--- config.mk ---
export PLATFORM = sky130hd
export DESIGN_NAME = dclk_tree
export DESIGN_NICKNAME = d
export VERILOG_FILES = /design/src/rtl/dclk_pkg.sv /design/src/rtl/dclk_prog_div.sv /design/src/rtl/dclk_frac_div.sv /design/src/rtl/dclk_cfg_regs.sv /design/src/rtl/dclk_tree.sv
export SDC_FILE = /design/constraint.sdc
export NUM_CORES = 1
export LEC_CHECK = 0
export ABC_AREA = 1
export BUFFER_PORTS_ARGS = -buffer_cell sky130_fd_sc_hd__buf_2
export CAP_MARGIN = 30
export CORE_MARGIN = 2
export CORE_UTILIZATION = 50
export CTS_BUF_LIST = sky130_fd_sc_hd__clkbuf_4 sky130_fd_sc_hd__clkbuf_8 sky130_fd_sc_hd__clkbuf_16
export CTS_CLUSTER_SIZE = 20
export DETAILED_ROUTE_END_ITERATION = 10
export PLACE_DENSITY = 0.75
export SYNTH_ARGS = -nofsm -noshare
export SYNTH_HDL_FRONTEND = slang
export SYNTH_SLANG_ARGS = --single-unit
--- constraint.sdc ---
create_clock -name clk_i -period 2.3 [get_ports clk_i]
set_clock_uncertainty 0.1 [all_clocks]
set_input_delay 0.46 -clock clk_i [delete_from_list [all_inputs] [get_ports clk_i]]
set_output_delay 0.46 -clock clk_i [all_outputs]
set_load 0.03 [all_outputs]
--- src/rtl/dclk_pkg.sv ---
package dclk_pkg;
   localparam int          DIV_W        = 4;
   localparam int          SEL_W        = 2;
   localparam int          CMODE_W      = 8;
   localparam int          BYTE_DIV_D   = 8;
   localparam int          BYTE_DIV_C   = 7;
   localparam int          PLL_QUARTER  = 4;
   localparam int          FRAC_PERIOD  = 7;
   localparam int          FRAC_MARK    = 3;
   localparam logic [CMODE_W-1:0] CMODE_CPHY = 8'h00;
   localparam logic [CMODE_W-1:0] CMODE_DPHY = 8'h10;
   localparam logic [SEL_W-1:0]   SEL_FORCED = '1;

   typedef struct packed {
      logic [DIV_W-1:0] bitdiv;
      logic [SEL_W-1:0] sel;
      logic [DIV_W-1:0] pixdiv;
   } dclk_cfg_t;

   function automatic logic sel_conflict(input logic cphy, input logic [SEL_W-1:0] sel);
      return cphy ? (sel != SEL_FORCED) : (sel == SEL_FORCED);
   endfunction
endpackage

--- src/rtl/dclk_prog_div.sv ---
module dclk_prog_div #(
   parameter int DIV_W = 4
) (
   input  logic             clk_i,
   input  logic             rst_ni,
   input  logic             tick_i,
   input  logic [DIV_W-1:0] div_i,
   output logic             stb_o
);
   localparam logic [DIV_W-1:0] ONE = DIV_W'(1);

   if (DIV_W < 2) begin : g_bad_width
      $error("dclk_prog_div: DIV_W must be at least 2");
   end

   logic [DIV_W-1:0] cnt_q, div_q, div_eff;

   // a zero field behaves as divide-by-1
   always_comb div_eff = (div_i == '0) ? ONE : div_i;

   always_comb stb_o = tick_i && (cnt_q == div_q - ONE);

   // the divisor is reloaded only on the output strobe
   always_ff @(posedge clk_i or negedge rst_ni) begin
      if (!rst_ni) begin
         cnt_q <= '0;
         div_q <= ONE;
      end else if (stb_o) begin
         cnt_q <= '0;
         div_q <= div_eff;
      end else if (tick_i) begin
         cnt_q <= cnt_q + ONE;
      end
   end


   cnt_in_range_chk: assert property (@(posedge clk_i) disable iff (!rst_ni)
      (div_q != '0) && (cnt_q < div_q));


   div_hold_chk: assert property (@(posedge clk_i) disable iff (!rst_ni)
      !stb_o |=> $stable(div_q));
endmodule

--- src/rtl/dclk_frac_div.sv ---
module dclk_frac_div #(
   parameter int PERIOD = 7,
   parameter int MARK   = 3
) (
   input  logic clk_i,
   input  logic rst_ni,
   output logic stb_o
);
   localparam int CW = $clog2(PERIOD);
   localparam logic [CW-1:0] LAST = CW'(PERIOD - 1);
   localparam logic [CW-1:0] MID  = CW'(MARK);

   if (MARK < 2 || PERIOD - MARK < 2) begin : g_bad_split
      $error("dclk_frac_div: both sub-periods must be at least 2");
   end

   logic [CW-1:0] cnt_q;

   always_comb stb_o = (cnt_q == '0) || (cnt_q == MID);

   always_ff @(posedge clk_i or negedge rst_ni) begin
      if (!rst_ni)            cnt_q <= '0;
      else if (cnt_q == LAST) cnt_q <= '0;
      else                    cnt_q <= cnt_q + CW'(1);
   end


   frac_gap_chk: assert property (@(posedge clk_i) disable iff (!rst_ni)
      stb_o |=> !stb_o);
endmodule

--- src/rtl/dclk_cfg_regs.sv ---
module dclk_cfg_regs
   import dclk_pkg::*;
(
   input  logic                clk_i,
   input  logic                rst_ni,
   input  logic                mode_wr_i,
   input  logic                mode_wdata_i,
   input  logic                cfg_wr_i,
   input  dclk_cfg_t           cfg_wdata_i,
   output dclk_cfg_t           cfg_o,
   output logic                cphy_o,
   output logic                mismatch_o
);
   dclk_cfg_t cfg_q;
   logic      cphy_q, mism_q;

   always_ff @(posedge clk_i or negedge rst_ni) begin
      if (!rst_ni) begin
         cfg_q.bitdiv <= DIV_W'(1);
         cfg_q.sel    <= '0;
         cfg_q.pixdiv <= DIV_W'(1);
         cphy_q       <= 1'b0;
         mism_q       <= 1'b0;
      end else begin
         if (cfg_wr_i) begin
            cfg_q  <= cfg_wdata_i;
            mism_q <= sel_conflict(cphy_q, cfg_wdata_i.sel);
         end
         if (mode_wr_i) cphy_q <= mode_wdata_i;
      end
   end

   assign cfg_o      = cfg_q;
   assign cphy_o     = cphy_q;
   assign mismatch_o = mism_q;


   mismatch_set_chk: assert property (@(posedge clk_i) disable iff (!rst_ni)
      cfg_wr_i && cphy_q && (cfg_wdata_i.sel != SEL_FORCED) |=> mism_q);
endmodule

--- src/rtl/dclk_tree.sv ---
module dclk_tree
   import dclk_pkg::*;
(
   input  logic               clk_i,
   input  logic               rst_ni,
   input  logic               mode_wr_i,
   input  logic               mode_wdata_i,
   input  logic               cfg_wr_i,
   input  logic [DIV_W-1:0]   cfg_bitdiv_i,
   input  logic [SEL_W-1:0]   cfg_sel_i,
   input  logic [DIV_W-1:0]   cfg_pixdiv_i,
   output logic               byte_stb_o,
   output logic               pix_stb_o,
   output logic [CMODE_W-1:0] cmode_o,
   output logic               sel_mismatch_o
);
   localparam int NSRC = 1 << SEL_W;

   if (BYTE_DIV_D >= (1 << DIV_W) || PLL_QUARTER >= (1 << DIV_W)) begin : g_bad_ratio
      $error("dclk_tree: fixed ratios must fit in DIV_W");
   end

   dclk_cfg_t cfg_w, cfg_q;
   logic      cphy_q;

   assign cfg_w.bitdiv = cfg_bitdiv_i;
   assign cfg_w.sel    = cfg_sel_i;
   assign cfg_w.pixdiv = cfg_pixdiv_i;

   dclk_cfg_regs u_regs (
      .clk_i, .rst_ni, .mode_wr_i, .mode_wdata_i, .cfg_wr_i,
      .cfg_wdata_i (cfg_w),
      .cfg_o       (cfg_q),
      .cphy_o      (cphy_q),
      .mismatch_o  (sel_mismatch_o)
   );

   assign cmode_o = cphy_q ? CMODE_CPHY : CMODE_DPHY;

   // bit divider
   logic bit_stb;
   dclk_prog_div #(.DIV_W(DIV_W)) u_bit (
      .clk_i, .rst_ni, .tick_i(1'b1), .div_i(cfg_q.bitdiv), .stb_o(bit_stb));

   // byte divider: ratio picked by mode, latched at its own strobe
   logic [DIV_W-1:0] byte_ratio;
   assign byte_ratio = cphy_q ? DIV_W'(BYTE_DIV_C) : DIV_W'(BYTE_DIV_D);
   dclk_prog_div #(.DIV_W(DIV_W)) u_byte (
      .clk_i, .rst_ni, .tick_i(bit_stb), .div_i(byte_ratio), .stb_o(byte_stb_o));

   // pre-divider sources
   logic bit_half, pll_quarter, pll_frac;
   dclk_prog_div #(.DIV_W(DIV_W)) u_half (
      .clk_i, .rst_ni, .tick_i(bit_stb), .div_i(DIV_W'(2)), .stb_o(bit_half));
   dclk_prog_div #(.DIV_W(DIV_W)) u_quarter (
      .clk_i, .rst_ni, .tick_i(1'b1), .div_i(DIV_W'(PLL_QUARTER)), .stb_o(pll_quarter));
   dclk_frac_div #(.PERIOD(FRAC_PERIOD), .MARK(FRAC_MARK)) u_frac (
      .clk_i, .rst_ni, .stb_o(pll_frac));

   logic [NSRC-1:0] src_vec;
   for (genvar s = 0; s < NSRC; s++) begin : g_src
      if (s == 0)      begin : g_bit  assign src_vec[s] = bit_stb;     end
      else if (s == 1) begin : g_half assign src_vec[s] = bit_half;    end
      else             begin : g_pll  assign src_vec[s] = pll_quarter; end
   end

   // effective select: forced to all ones in C-PHY mode, latched at pixel strobe
   logic [SEL_W-1:0] sel_eff, sel_act_q;
   logic             cphy_act_q, pre_stb;
   assign sel_eff = cfg_q.sel | {SEL_W{cphy_q}};

   always_ff @(posedge clk_i or negedge rst_ni) begin
      if (!rst_ni) begin
         sel_act_q  <= '0;
         cphy_act_q <= 1'b0;
      end else if (pix_stb_o) begin
         sel_act_q  <= sel_eff;
         cphy_act_q <= cphy_q;
      end
   end

   assign pre_stb = cphy_act_q ? pll_frac : src_vec[sel_act_q];

   dclk_prog_div #(.DIV_W(DIV_W)) u_pix (
      .clk_i, .rst_ni, .tick_i(pre_stb), .div_i(cfg_q.pixdiv), .stb_o(pix_stb_o));


   byte_on_bit_chk: assert property (@(posedge clk_i) disable iff (!rst_ni)
      byte_stb_o |-> bit_stb);


   cphy_force_chk: assert property (@(posedge clk_i) disable iff (!rst_ni)
      cphy_q && pix_stb_o |=> cphy_act_q && (sel_act_q == SEL_FORCED));


   cmode_track_chk: assert property (@(posedge clk_i) disable iff (!rst_ni)
      mode_wr_i |=> (cmode_o == ($past(mode_wdata_i) ? CMODE_CPHY : CMODE_DPHY)));
endmodule

==> impl_results.md <==
* Io pins at 26
* Vias in the first global route at 2,204
* CP Class: register to output pin
* Initial Util at 51.0%
* Worst setup path end: pix_stb_o
* Pwr dens at 906 mW/mm^2
* Num CTS Buffers at 5
* Post-synthesis sequential area ratio at 48.1%
* Peak supply drop at 491 uV
* Final Hold Fails at 2
* Synth Register Bits at 53
* CP Data Arrival Time at 1.98 ns
* Largest net degree at the start of global routing at 22
* Routed Antenna Nets at 0
* Commonest non-fill, non-tap cells in the layout: 79 x nand2_1, 46 x dfrtp_1, 36 x inv_1
* Via count at 2,232
* Post-synth top area share at 41.5%
* Core outline area at 0.00544 mm^2
* Peak Freq at 393 MHz
* Crit. Startpoint: u_half.div_q[0]$_DFFE_PN1P_
* Clock Tree Buf Depth at 2
* RSZ-0062 raised after global routing: yes
* Worst Hold Slack at -0.00286 ns
* Worst R2R End: u_pix.cnt_q[3]$_DFFE_PN0P_
* Count of cell types in the netlist at 33
* Reg clk slew, reported paths at 0.09 ns
* Buffers on Ports at 18
* Worst Hold Class: primary input to async pin
* Fillers at 472
* Synth top area cells: dfrtp_1 42%, nand2_1 11%, dfstp_2 6.6%
* Hpwl dp at 3.85 mm
* Via density at 5.07
* Initial antenna violation count at 0
* Worst reg-to-reg setup slack at 0.13 ns
* Failing checks: hold timing, setup timing
* Diode count at 0
* Initial DRC Count at 101
* Outcome: finished, violations left
* Avg Inst Size Synth at 8.56 um^2
* DR pass1 iterations at 4
* DRC at 0
* WP data required at 1.74 ns
* Aggregate global routing overflow at 0
* Yosys warns at 0
* Internal power at 1.83 mW
* Synth Cell Area at 0.00277 mm^2
* Finish-stage setup viols at 2
* H-tree level count at 2
* Per-cell routed wire length at 12.6 um
* Clk Latency, worst-skew pair at 0.30 ns
* DIE AREA at 0.00616 mm^2
* Root Buffer: clkbuf_8
* Area Growth Syn to Fin at 18.0%
* Combinational power share at 37.4%
* Gr usage total at 19.4%
* Syn Inst Count at 324
* Final Power at 2.96 mW
* Die width at 78.5 um
* Seq pwr share at 45.3%
* Cell count of the worst reg-to-reg path at 12
* Commonest non-fill, non-tap cell in the layout: nand2_1
* Placer congestion estimate at 0.802
* Die height at 78.5 um
* Sw power at 1.13 mW
* Max-slew violations at 0
* Final period demand of the worst path at 2.54 ns
* Setup crit end kind: output pin
* Sw Ratio at 38.2%
* CTS tree: yes
* Hold_buf cts at 0
* Clk sinks at 53
* FP Rows at 27
* Setup crit start kind: register
* CP Max Fanout at 2
* Fin worst setup slack at -0.245 ns
* Period utilisation layout at 111%
* Share of post-route cells with drive strength above 1 at 25.0%
* First-pass GRT wire length at 9.53 mm
* Final WL at 5.56 mm
* Max Cap Violations at 0
* Most area-hungry cell type in the Yosys netlist: dfrtp_1
* P_leak at 1.69 nW
* RR Startpoint: u_pix.div_q[0]$_DFFE_PN1P_
* Power share of the clock group at 17.3%
* Fin nets at 394
synth_stat cells:
| library cell | count |
|---|---|
| clkbuf_1 | 2 |
| a31oi_1 | 1 |
| conb_1 | 1 |
| nand3b_1 | 1 |
| dfstp_2 | 7 |
| or2_2 | 2 |
| o31ai_1 | 1 |
| nand2_1 | 83 |
| o21ai_1 | 1 |
| inv_1 | 42 |
| nand3_2 | 1 |
| mux2_2 | 4 |
| nor2_1 | 21 |
| nor3_2 | 1 |
| buf_2 | 2 |
| xor2_1 | 8 |
| nand3_1 | 16 |
| o21a_1 | 1 |
| inv_2 | 3 |
| buf_6 | 1 |
| and3_1 | 1 |
| o21ai_4 | 1 |
| a21oi_1 | 11 |
| dfrtp_1 | 46 |
| o21ai_0 | 16 |
| buf_4 | 8 |
| ha_1 | 12 |
| nand3_4 | 1 |
| nor2_2 | 2 |
| nand4_1 | 13 |
| xnor2_1 | 9 |
| nand2_2 | 1 |
| nor3_1 | 4 |
timing repair:
item	CTS	global route
setup endpoints to repair	2	2
pin swaps	13	8
hold endpoints to repair	0	0
resized for setup	13	11
buffers inserted	10	3
area by class of cell:
type | count | area (um^2) | area share (%)
Clock buffer | 6 | 76.3 | 2.33
Clock inverter | 2 | 10.0 | 0.306
Multi-Input combinational cell | 219 | 1290 | 39.5
Timing Repair Buffer | 43 | 294 | 8.99
Tap cell | 72 | 90.1 | 2.75
Inverter | 45 | 174 | 5.32
Sequential cell | 53 | 1340 | 40.8
metal layers:
metal / global-route usage [%] / wire length, um
met1: 23.6 / 2380
met2: 34.5 / 2910
met3: 3.79 / 183
met4: 6.49 / 95
met5: 0 / 0
state kept, by name, summed over array words and instances, names as in the netlist, 2 cells and up:
signal	flops
u_pix.div_q	4
u_bit.cnt_q	4
u_frac.cnt_q	3
u_regs.cfg_o	10
u_quarter.cnt_q	4
u_byte.cnt_q	4
u_bit.div_q	4
sel_act_q	2
u_pix.cnt_q	4
u_half.div_q	2
u_byte.div_q	3
u_quarter.div_q	2
u_half.cnt_q	4
power groups by stage:
stage,Clock (mW),Combinational (mW),Sequential (mW)
CTS,0.528,1.06,1.33
floorplan,0,0.786,1.30
global route,0.568,1.26,1.37
finish,0.513,1.11,1.34
detailed placement,0,0.976,1.35
global placement,0,0.925,1.34
how the worst min path moves through the flow:
| stage | endpoint | start | depth (start not counted) |
|---|---|---|---|
| after CTS | u_bit.div_q[2]$_DFFE_PN0N_ | rst_ni | 1 |
| final | u_bit.div_q[2]$_DFFE_PN0N_ | rst_ni | 1 |
| after floorplan | cphy_act_q$_DFFE_PN0P_ | rst_ni | 0 |
| after detailed placement | u_bit.div_q[2]$_DFFE_PN0N_ | rst_ni | 1 |
| after global routing | u_bit.div_q[2]$_DFFE_PN0N_ | rst_ni | 1 |
| after global placement | u_bit.div_q[3]$_DFFE_PN0N_ | rst_ni | 1 |
cells by family (layout without fill, tap and decap cells):
kind of cell               count (synthesis)  after routing  share of synthesized area (%)
AOI/OAI and AO/OA                         32             32                           6.41
xor gates and xnor gates                  17             17                           5.37
muxes                                      4              4                           1.62
adders and majority gates                 12             12                           5.42
other                                      1              7                          0.135
buffers and inverters                     58             96                           9.30
DFF                                       53             53                           48.1
and+or+nand+nor                          147            147                           23.6
through the flow:
step / setup slack, ns / cells / setup TNS (ns) / utilization, % / cell area [um^2]
final: -0.245 / 440 / -0.404 / 60.2 / 3270
after global routing: -0.331 / 440 / -0.599 / 60.2 / 3270
after CTS: -0.243 / 437 / -0.453 / 59.3 / 3220
after detailed placement: -0.0615 / 419 / -0.0615 / 55.0 / 2990
after global placement: -0.0104 / 419 / -0.0104 / 55.0 / 2990
after floorplan: 0.0112 / 330 / 0 / - / 2810
critical path, stage by stage (launching register included):
cell	delay [ns]
dfstp_2	0.55
buf_4	0.11
buf_4	0.10
nor2_1	0.05
nor2_1	0.18
nand3_2	0.10
nand2_1	0.07
nand2_2	0.06
o21ai_4	0.18
nand3_4	0.10
inv_4	0.06
buf_6	0.12
Power figures use the tool's default switching activity.
